File: config.mk
export PLATFORM = sky130hd
export DESIGN_NAME = rd_lat_mon
export DESIGN_NICKNAME = d
export VERILOG_FILES = /design/src/rtl/rd_lat_pkg.sv /design/src/rtl/rd_lat_inflight.sv /design/src/rtl/rd_lat_accum.sv /design/src/rtl/rd_lat_csr.sv /design/src/rtl/rd_lat_mon.sv
export SDC_FILE = /design/constraint.sdc
export NUM_CORES = 1
export LEC_CHECK = 0
export ABC_CLOCK_PERIOD_IN_PS = 3200
export BUFFER_PORTS_ARGS = -buffer_cell sky130_fd_sc_hd__buf_2
export CAP_MARGIN = 20
export CELL_PAD_IN_SITES_DETAIL_PLACEMENT = 2
export CELL_PAD_IN_SITES_GLOBAL_PLACEMENT = 2
export CORE_ASPECT_RATIO = 1.4
export CORE_UTILIZATION = 40
export CTS_BUF_LIST = sky130_fd_sc_hd__clkbuf_8
export DETAILED_ROUTE_END_ITERATION = 12
export GPL_ROUTABILITY_DRIVEN = 0
export PLACE_DENSITY_LB_ADDON = 0.1
export SLEW_MARGIN = 20
export SYNTH_ARGS = -nofsm -noshare
export SYNTH_HDL_FRONTEND = slang
export SYNTH_SLANG_ARGS = --single-unit
File: constraint.sdc
create_clock -name clk_i -period 3.2 [get_ports clk_i]
set_input_delay 0.16 -clock clk_i [delete_from_list [all_inputs] [get_ports clk_i]]
set_output_delay 0.16 -clock clk_i [all_outputs]
set_load 0.01 [all_outputs]
File: src/rtl/rd_lat_pkg.sv
package rd_lat_pkg;
  localparam int unsigned ADDR_W = 12;
  localparam int unsigned DATA_W = 64;

  localparam logic [ADDR_W-1:0] OFS_GATE = 12'h800;
  localparam logic [ADDR_W-1:0] OFS_CTRL = 12'h808;
  localparam logic [ADDR_W-1:0] OFS_STAT = 12'h810;
  localparam logic [ADDR_W-1:0] OFS_CYC  = 12'h818;
  localparam logic [ADDR_W-1:0] OFS_REQ0 = 12'h820;
  localparam logic [ADDR_W-1:0] OFS_ACC0 = 12'h830;
  localparam logic [ADDR_W-1:0] CH_STRIDE = 12'h018;

  typedef enum logic [1:0] {
    CMD_STOP  = 2'd0,
    CMD_RUN   = 2'd1,
    CMD_CLEAR = 2'd2
  } ctrl_cmd_e;

  function automatic logic [ADDR_W-1:0] ofs_req(input int unsigned ch);
    return OFS_REQ0 + ADDR_W'(ch * CH_STRIDE);
  endfunction

  function automatic logic [ADDR_W-1:0] ofs_acc(input int unsigned ch);
    return OFS_ACC0 + ADDR_W'(ch * CH_STRIDE);
  endfunction

  // status layout: bit 0 cycles, then three bits per channel
  function automatic int unsigned stat_acc_bit(input int unsigned ch);
    return 1 + 3 * ch;
  endfunction

  function automatic int unsigned stat_req_bit(input int unsigned ch);
    return 3 + 3 * ch;
  endfunction
endpackage

File: src/rtl/rd_lat_inflight.sv
module rd_lat_inflight #(
  parameter int unsigned OUT_W = 8
) (
  input  logic             clk_i,
  input  logic             rst_ni,
  input  logic             issue_i,
  input  logic             done_i,
  output logic [OUT_W-1:0] cnt_o
);
  logic [OUT_W-1:0] cnt_q;
  logic             up, dn;

  assign up = issue_i && !done_i && (cnt_q != '1);
  assign dn = done_i && !issue_i && (cnt_q != '0);

  always_ff @(posedge clk_i or negedge rst_ni) begin
    if (!rst_ni)  cnt_q <= '0;
    else if (up)  cnt_q <= cnt_q + 1'b1;
    else if (dn)  cnt_q <= cnt_q - 1'b1;
  end

  assign cnt_o = cnt_q;
endmodule

File: src/rtl/rd_lat_accum.sv
module rd_lat_accum #(
  parameter int unsigned CNT_W = 64,
  parameter int unsigned ADD_W = 1
) (
  input  logic             clk_i,
  input  logic             rst_ni,
  input  logic             clr_i,
  input  logic             en_i,
  input  logic [ADD_W-1:0] add_i,
  output logic [CNT_W-1:0] cnt_o,
  output logic             ovf_o
);
  localparam int unsigned PAD_W = CNT_W + 1 - ADD_W;

  logic [CNT_W-1:0] cnt_q;
  logic             ovf_q;
  logic [CNT_W:0]   sum;

  assign sum = {1'b0, cnt_q} + {{PAD_W{1'b0}}, add_i};

  always_ff @(posedge clk_i or negedge rst_ni) begin
    if (!rst_ni) begin
      cnt_q <= '0;
      ovf_q <= 1'b0;
    end else if (clr_i) begin
      cnt_q <= '0;
      ovf_q <= 1'b0;
    end else if (en_i) begin
      cnt_q <= sum[CNT_W-1:0];
      if (sum[CNT_W]) ovf_q <= 1'b1;
    end
  end

  assign cnt_o = cnt_q;
  assign ovf_o = ovf_q;
endmodule

File: src/rtl/rd_lat_csr.sv
module rd_lat_csr
  import rd_lat_pkg::*;
#(
  parameter int unsigned NUM_CH = 3,
  parameter int unsigned CNT_W  = 64
) (
  input  logic                    clk_i,
  input  logic                    rst_ni,
  input  logic                    we_i,
  input  logic [ADDR_W-1:0]       addr_i,
  input  logic [DATA_W-1:0]       wdata_i,
  output logic [DATA_W-1:0]       rdata_o,
  input  logic [CNT_W-1:0]        cyc_i,
  input  logic [NUM_CH*CNT_W-1:0] req_i,
  input  logic [NUM_CH*CNT_W-1:0] acc_i,
  input  logic [DATA_W-1:0]       stat_i,
  output logic                    gate_o,
  output logic                    cnt_en_o,
  output logic                    clr_o
);
  logic gate_q, run_q;
  logic wr_gate, wr_ctrl, cmd_stop, cmd_run;

  assign wr_gate  = we_i && (addr_i == OFS_GATE);
  assign wr_ctrl  = we_i && (addr_i == OFS_CTRL);
  assign cmd_stop = wr_ctrl && (wdata_i == DATA_W'(CMD_STOP));
  assign cmd_run  = wr_ctrl && (wdata_i == DATA_W'(CMD_RUN));
  // clear is only honoured while the counting logic is ungated
  assign clr_o    = wr_ctrl && (wdata_i == DATA_W'(CMD_CLEAR)) && gate_q;

  always_ff @(posedge clk_i or negedge rst_ni) begin
    if (!rst_ni) begin
      gate_q <= 1'b0;
      run_q  <= 1'b0;
    end else begin
      if (wr_gate) gate_q <= wdata_i[0];
      if (clr_o || cmd_stop) run_q <= 1'b0;
      else if (cmd_run)      run_q <= 1'b1;
    end
  end

  assign gate_o   = gate_q;
  assign cnt_en_o = gate_q && run_q;

  always_comb begin
    rdata_o = '0;
    if (addr_i == OFS_GATE) rdata_o = DATA_W'(gate_q);
    if (addr_i == OFS_CTRL) rdata_o = DATA_W'(run_q);
    if (addr_i == OFS_STAT) rdata_o = stat_i;
    if (addr_i == OFS_CYC)  rdata_o = DATA_W'(cyc_i);
    for (int unsigned c = 0; c < NUM_CH; c++) begin
      if (addr_i == ofs_req(c)) rdata_o = DATA_W'(req_i[c*CNT_W +: CNT_W]);
      if (addr_i == ofs_acc(c)) rdata_o = DATA_W'(acc_i[c*CNT_W +: CNT_W]);
    end
  end
endmodule

File: src/rtl/rd_lat_mon.sv
module rd_lat_mon
  import rd_lat_pkg::*;
#(
  parameter int unsigned NUM_CH = 3,
  parameter int unsigned CNT_W  = 64,
  parameter int unsigned OUT_W  = 8
) (
  input  logic              clk_i,
  input  logic              rst_ni,
  input  logic [NUM_CH-1:0] rd_issue_i,
  input  logic [NUM_CH-1:0] rd_done_i,
  input  logic              csr_we_i,
  input  logic [11:0]       csr_addr_i,
  input  logic [63:0]       csr_wdata_i,
  output logic [63:0]       csr_rdata_o
);
  localparam int unsigned FLAT_W = NUM_CH * CNT_W;

  logic              cnt_en, clr, gate_q;
  logic [CNT_W-1:0]  cyc_cnt;
  logic              cyc_ovf;
  logic [FLAT_W-1:0] req_flat, acc_flat;
  logic [NUM_CH-1:0] req_ovf, acc_ovf;
  logic [NUM_CH*OUT_W-1:0] inflight_flat;
  logic [DATA_W-1:0] status_vec;

  rd_lat_accum #(.CNT_W(CNT_W), .ADD_W(1)) i_cyc (
    .clk_i, .rst_ni, .clr_i(clr), .en_i(cnt_en), .add_i(1'b1),
    .cnt_o(cyc_cnt), .ovf_o(cyc_ovf)
  );

  for (genvar c = 0; c < NUM_CH; c++) begin : g_ch
    rd_lat_inflight #(.OUT_W(OUT_W)) i_trk (
      .clk_i, .rst_ni, .issue_i(rd_issue_i[c]), .done_i(rd_done_i[c]),
      .cnt_o(inflight_flat[c*OUT_W +: OUT_W])
    );
    rd_lat_accum #(.CNT_W(CNT_W), .ADD_W(1)) i_req (
      .clk_i, .rst_ni, .clr_i(clr), .en_i(cnt_en), .add_i(rd_issue_i[c]),
      .cnt_o(req_flat[c*CNT_W +: CNT_W]), .ovf_o(req_ovf[c])
    );
    rd_lat_accum #(.CNT_W(CNT_W), .ADD_W(OUT_W)) i_acc (
      .clk_i, .rst_ni, .clr_i(clr), .en_i(cnt_en),
      .add_i(inflight_flat[c*OUT_W +: OUT_W]),
      .cnt_o(acc_flat[c*CNT_W +: CNT_W]), .ovf_o(acc_ovf[c])
    );
  end

  always_comb begin
    status_vec    = '0;
    status_vec[0] = cyc_ovf;
    for (int unsigned c = 0; c < NUM_CH; c++) begin
      status_vec[stat_acc_bit(c)] = acc_ovf[c];
      status_vec[stat_req_bit(c)] = req_ovf[c];
    end
  end

  rd_lat_csr #(.NUM_CH(NUM_CH), .CNT_W(CNT_W)) i_csr (
    .clk_i, .rst_ni,
    .we_i(csr_we_i), .addr_i(csr_addr_i), .wdata_i(csr_wdata_i),
    .rdata_o(csr_rdata_o),
    .cyc_i(cyc_cnt), .req_i(req_flat), .acc_i(acc_flat), .stat_i(status_vec),
    .gate_o(gate_q), .cnt_en_o(cnt_en), .clr_o(clr)
  );
endmodule

==> impl_metrics.env <==
export IMPL_outcome="finished, final reports clean"
export IMPL_buffer_ports_inserted=148
export IMPL_die_area_mm2=0.07133
export IMPL_clockRootBuffer="sky130_fd_sc_hd__clkbuf_8"
export IMPL_via_count=26810
export IMPL_synth_area_per_cell_um2=9.007
export IMPL_synthDistinctLibCells=70
export IMPL_ctsLongestPathBuffers=3
export IMPL_drt_wl_total_um=118300
export IMPL_drtIter0Drc=1921
export IMPL_yosys_register_bits=481
export IMPL_reg2reg_from="g_ch[1].i_trk.cnt_o[1]$_DFFE_PN0P_"
export IMPL_io_pins=149
export IMPL_final_net_count=3462
export IMPL_netlist_top_cell_by_area="sky130_fd_sc_hd__dfrtp_1"
export IMPL_drc_errors=0
export IMPL_synth_nets=3260
export IMPL_area_added_between_synthesis_and_finish_pct=15.42
export IMPL_maxCapViolations=0
export IMPL_tns_ns=0
export IMPL_clk_insertion_delay_late_ns=0.74
export IMPL_die_width_um=226.0
export IMPL_worstSetupPathType="register to register"
export IMPL_irDropWorstVdd_uv=412.7
export IMPL_netlist_area_mm2=0.02810
export IMPL_floorplan_initialDensity=0.4054
export IMPL_most_common_cell_in_the_synthesized_netlist="sky130_fd_sc_hd__nor2_1"
export IMPL_yosysWarningCount=0
export IMPL_critical_path_startpoint="g_ch[1].i_trk.cnt_o[1]$_DFFE_PN0P_"
export IMPL_cellLeakagePower_nw=13.10
export IMPL_whs_ns=0.07382
export IMPL_routedWlPerCell_um=27.43
export IMPL_worst_ep_arrival_time_ns=3.72
export IMPL_crit_chain="ha_1 > a211oi_1 > o21ai_0 > a2111oi_0 > buf_4 > nor2_1 > o211ai_1 > o21ai_0 > a21oi_1"
export IMPL_hold_viol_final=0
export IMPL_clock_sinks=481
export IMPL_post_route_cells_drive_above_1_share=0.1271
export IMPL_cpMaxStageDelayCell="sky130_fd_sc_hd__dfrtp_1"
export IMPL_postSynthCellCount=3120
export IMPL_area_contributors_post_synth="sky130_fd_sc_hd__dfrtp_1, sky130_fd_sc_hd__xor2_1, sky130_fd_sc_hd__nor2_1"
export IMPL_global_route_total_usage_across_every_layer=0.3349
export IMPL_worstMarginPinSlew_ns=1.120
export IMPL_iteration_count_of_the_initial_detailed_routing_pass=8
export IMPL_final_core_utilization=0.4679
export IMPL_report_final_setup_viol=0
export IMPL_final_design_area_no_fill_mm2=0.03243
export IMPL_cts_setup_buffers=0
export IMPL_worstPathBufferInverterCount=1
export IMPL_min_period_over_period=0.9595
export IMPL_grt_setup_unrepaired="no"
export IMPL_synthDominantCellAreaShare=0.4283
export IMPL_power_density_cell_area_mw_per_mm2=477.8
export IMPL_globalRouteOverflowTotal=0
export IMPL_critPathMaxStageDelay_ns=0.52
export IMPL_asyncSetResetFlopFracSynth=1.000
export IMPL_maximum_number_of_pins_on_one_net_before_global_route_repair=135
export IMPL_number_of_clock_buffers_inserted_by_tritoncts=87
export IMPL_route_antenna_remaining_nets=0
export IMPL_critical_path_end_type="register"
export IMPL_timing_hold_worst_class="primary input to async pin"
export IMPL_synth_enable_flop_cells=0
export IMPL_path_common_cell="sky130_fd_sc_hd__o21ai_0"
export IMPL_drt_vias_per_instance=6.216
export IMPL_maxSlewViolCount=0
export IMPL_min_period_ns=3.070
export IMPL_worst_clock_skew_ns=0.03097
export IMPL_die_height_um=315.6
export IMPL_seq_area_frac_synth=0.4283
export IMPL_placement_cell_area_mm2=0.03053
export IMPL_critPathRequiredTime_ns=3.85
export IMPL_dp_hpwl_um=87580
export IMPL_synthFlopType="sky130_fd_sc_hd__dfrtp_1"
export IMPL_worst_slew_margin_rel=0.2535
export IMPL_critPathLaunchType="register"
export IMPL_core_area_mm2=0.06932
export IMPL_row_count=114
export IMPL_worst_path_dominant_cell_family="compound AO/OA/AOI/OAI gates"
export IMPL_tritoncts="yes"
export IMPL_ctsHtreeMaxLevel=3
export IMPL_initial_antenna_violation_count=5
export IMPL_fmaxAchievable_mhz=325.7
export IMPL_worst_path_max_fanout=8
export IMPL_grt_pass1_vias=29540
export IMPL_grt_first_pass_wirelength_um=180800
export IMPL_synth_common_cells="sky130_fd_sc_hd__nor2_1, sky130_fd_sc_hd__dfrtp_1, sky130_fd_sc_hd__nand3_1"
export IMPL_clk_pin_slew_worst_setup_hold_paths_ns=0.07
-- flip-flops by register name, indices dropped and copies added, names as in the netlist --
name              flops
g_ch.i_acc.cnt_o    192
g_ch.i_req.cnt_o    192
i_cyc.cnt_o          64
g_ch.i_trk.cnt_o     24
g_ch.i_acc.ovf_o      3
g_ch.i_req.ovf_o      3
i_csr.gate_o          1
i_csr.run_q           1
i_cyc.ovf_o           1
-- area by class of cell --
cell class                 instances  area [um2]
fill                            7604       36890
timing repair buffer             267        1979
clock buffer                     112        1541
multi-input combinational       2445       15360
inverter                          40       150.1
clock inverter                    38       206.4
antenna                            1       2.502
sequential                       481       12040
tap                              928        1161
-- cell families after synthesis --
family / count (synthesis) / synth area share
XOR/XNOR: 393 / 0.1225
multiplexers: 10 / 0.003874
flip-flops: 481 / 0.4283
buffers and inverters: 194 / 0.02774
AO/OA/AOI/OAI: 498 / 0.1249
adder cells (fa/ha/maj): 55 / 0.02609
AND/OR/NAND/NOR: 1489 / 0.2666
-- what timing repair did --
item | 4_1_cts | 5_1_grt
resized for setup | 1 | 2
hold buffers | 12 | 0
endpoints found under the hold margin | 314 | 0
cloned | 0 | 0
endpoints found under the setup margin | 1 | 4
-- cell usage in the layout, fill, tap and decap left out, drive strengths merged, types with 19 or more instances in the layout --
| cell type | n |
|---|---|
| a2111oi | 20 |
| a211oi | 19 |
| a21oi | 122 |
| a222oi | 53 |
| a22oi | 130 |
| and2 | 23 |
| and3 | 90 |
| and4 | 45 |
| buf | 256 |
| clkbuf | 112 |
| dfrtp | 481 |
| ha | 49 |
| inv | 69 |
| nand2 | 212 |
| nand3 | 252 |
| nand4 | 137 |
| nor2 | 486 |
| nor3 | 60 |
| nor4 | 77 |
| o21ai | 57 |
| o31ai | 21 |
| or3 | 44 |
| or4 | 22 |
| xnor2 | 172 |
| xor2 | 221 |
-- per-layer routing --
| metal | GRT usage | wire (um) | vias to the layer above |
|---|---|---|---|
| li1 | - | - | 11780 |
| met1 | 0.3776 | 44630 | 13910 |
| met2 | 0.5852 | 59610 | 812 |
| met3 | 0.03847 | 5013 | 299 |
| met4 | 0.2419 | 8991 | 4 |
| met5 | 0 | 22 | - |
-- per-stage QoR --
stage	std cells	total power [mW]	setup slack, ns
after floorplan	3120	8.433	0.3869
after global placement	4149	9.258	0.2953
after detailed placement	4149	9.499	0.1503
after CTS	4311	15.66	0.1036
after global routing	4312	16.17	0.01268
final	4312	15.50	0.1297
-- worst min-delay path: cells and delay by family --
family / cells / cell delay (ns)
buffers and inverters: 3 / 1.01
-- final timing paths --
| kind | to | slack, ns | depth (start not counted) |
|---|---|---|---|
| worst min-delay path | g_ch[0].i_req.cnt_o[40]$_DFFE_PN0P_ | 0.07 | 3 |
| max in group asynchronous | g_ch[0].i_req.cnt_o[17]$_DFFE_PN0P_ | 2.44 | 4 |
| worst max register to register | g_ch[1].i_acc.cnt_o[59]$_DFFE_PN0P_ | 0.13 | 9 |
| worst max-delay path | g_ch[1].i_acc.cnt_o[59]$_DFFE_PN0P_ | 0.13 | 9 |
| min in group clk_i | g_ch[1].i_req.cnt_o[30]$_DFFE_PN0P_ | 0.19 | 6 |
| worst min register to register | g_ch[1].i_req.ovf_o$_DFFE_PN0P_ | 0.52 | 2 |
-- power by group --
group          total, mW  switching, mW  leakage [nW]  internal (mW)
clock network       6.07           2.86         0.989           3.20
logic               2.91           1.71          6.78           1.20
registers           6.52          0.276          5.33           6.24
Power figures use the tool's default switching activity.
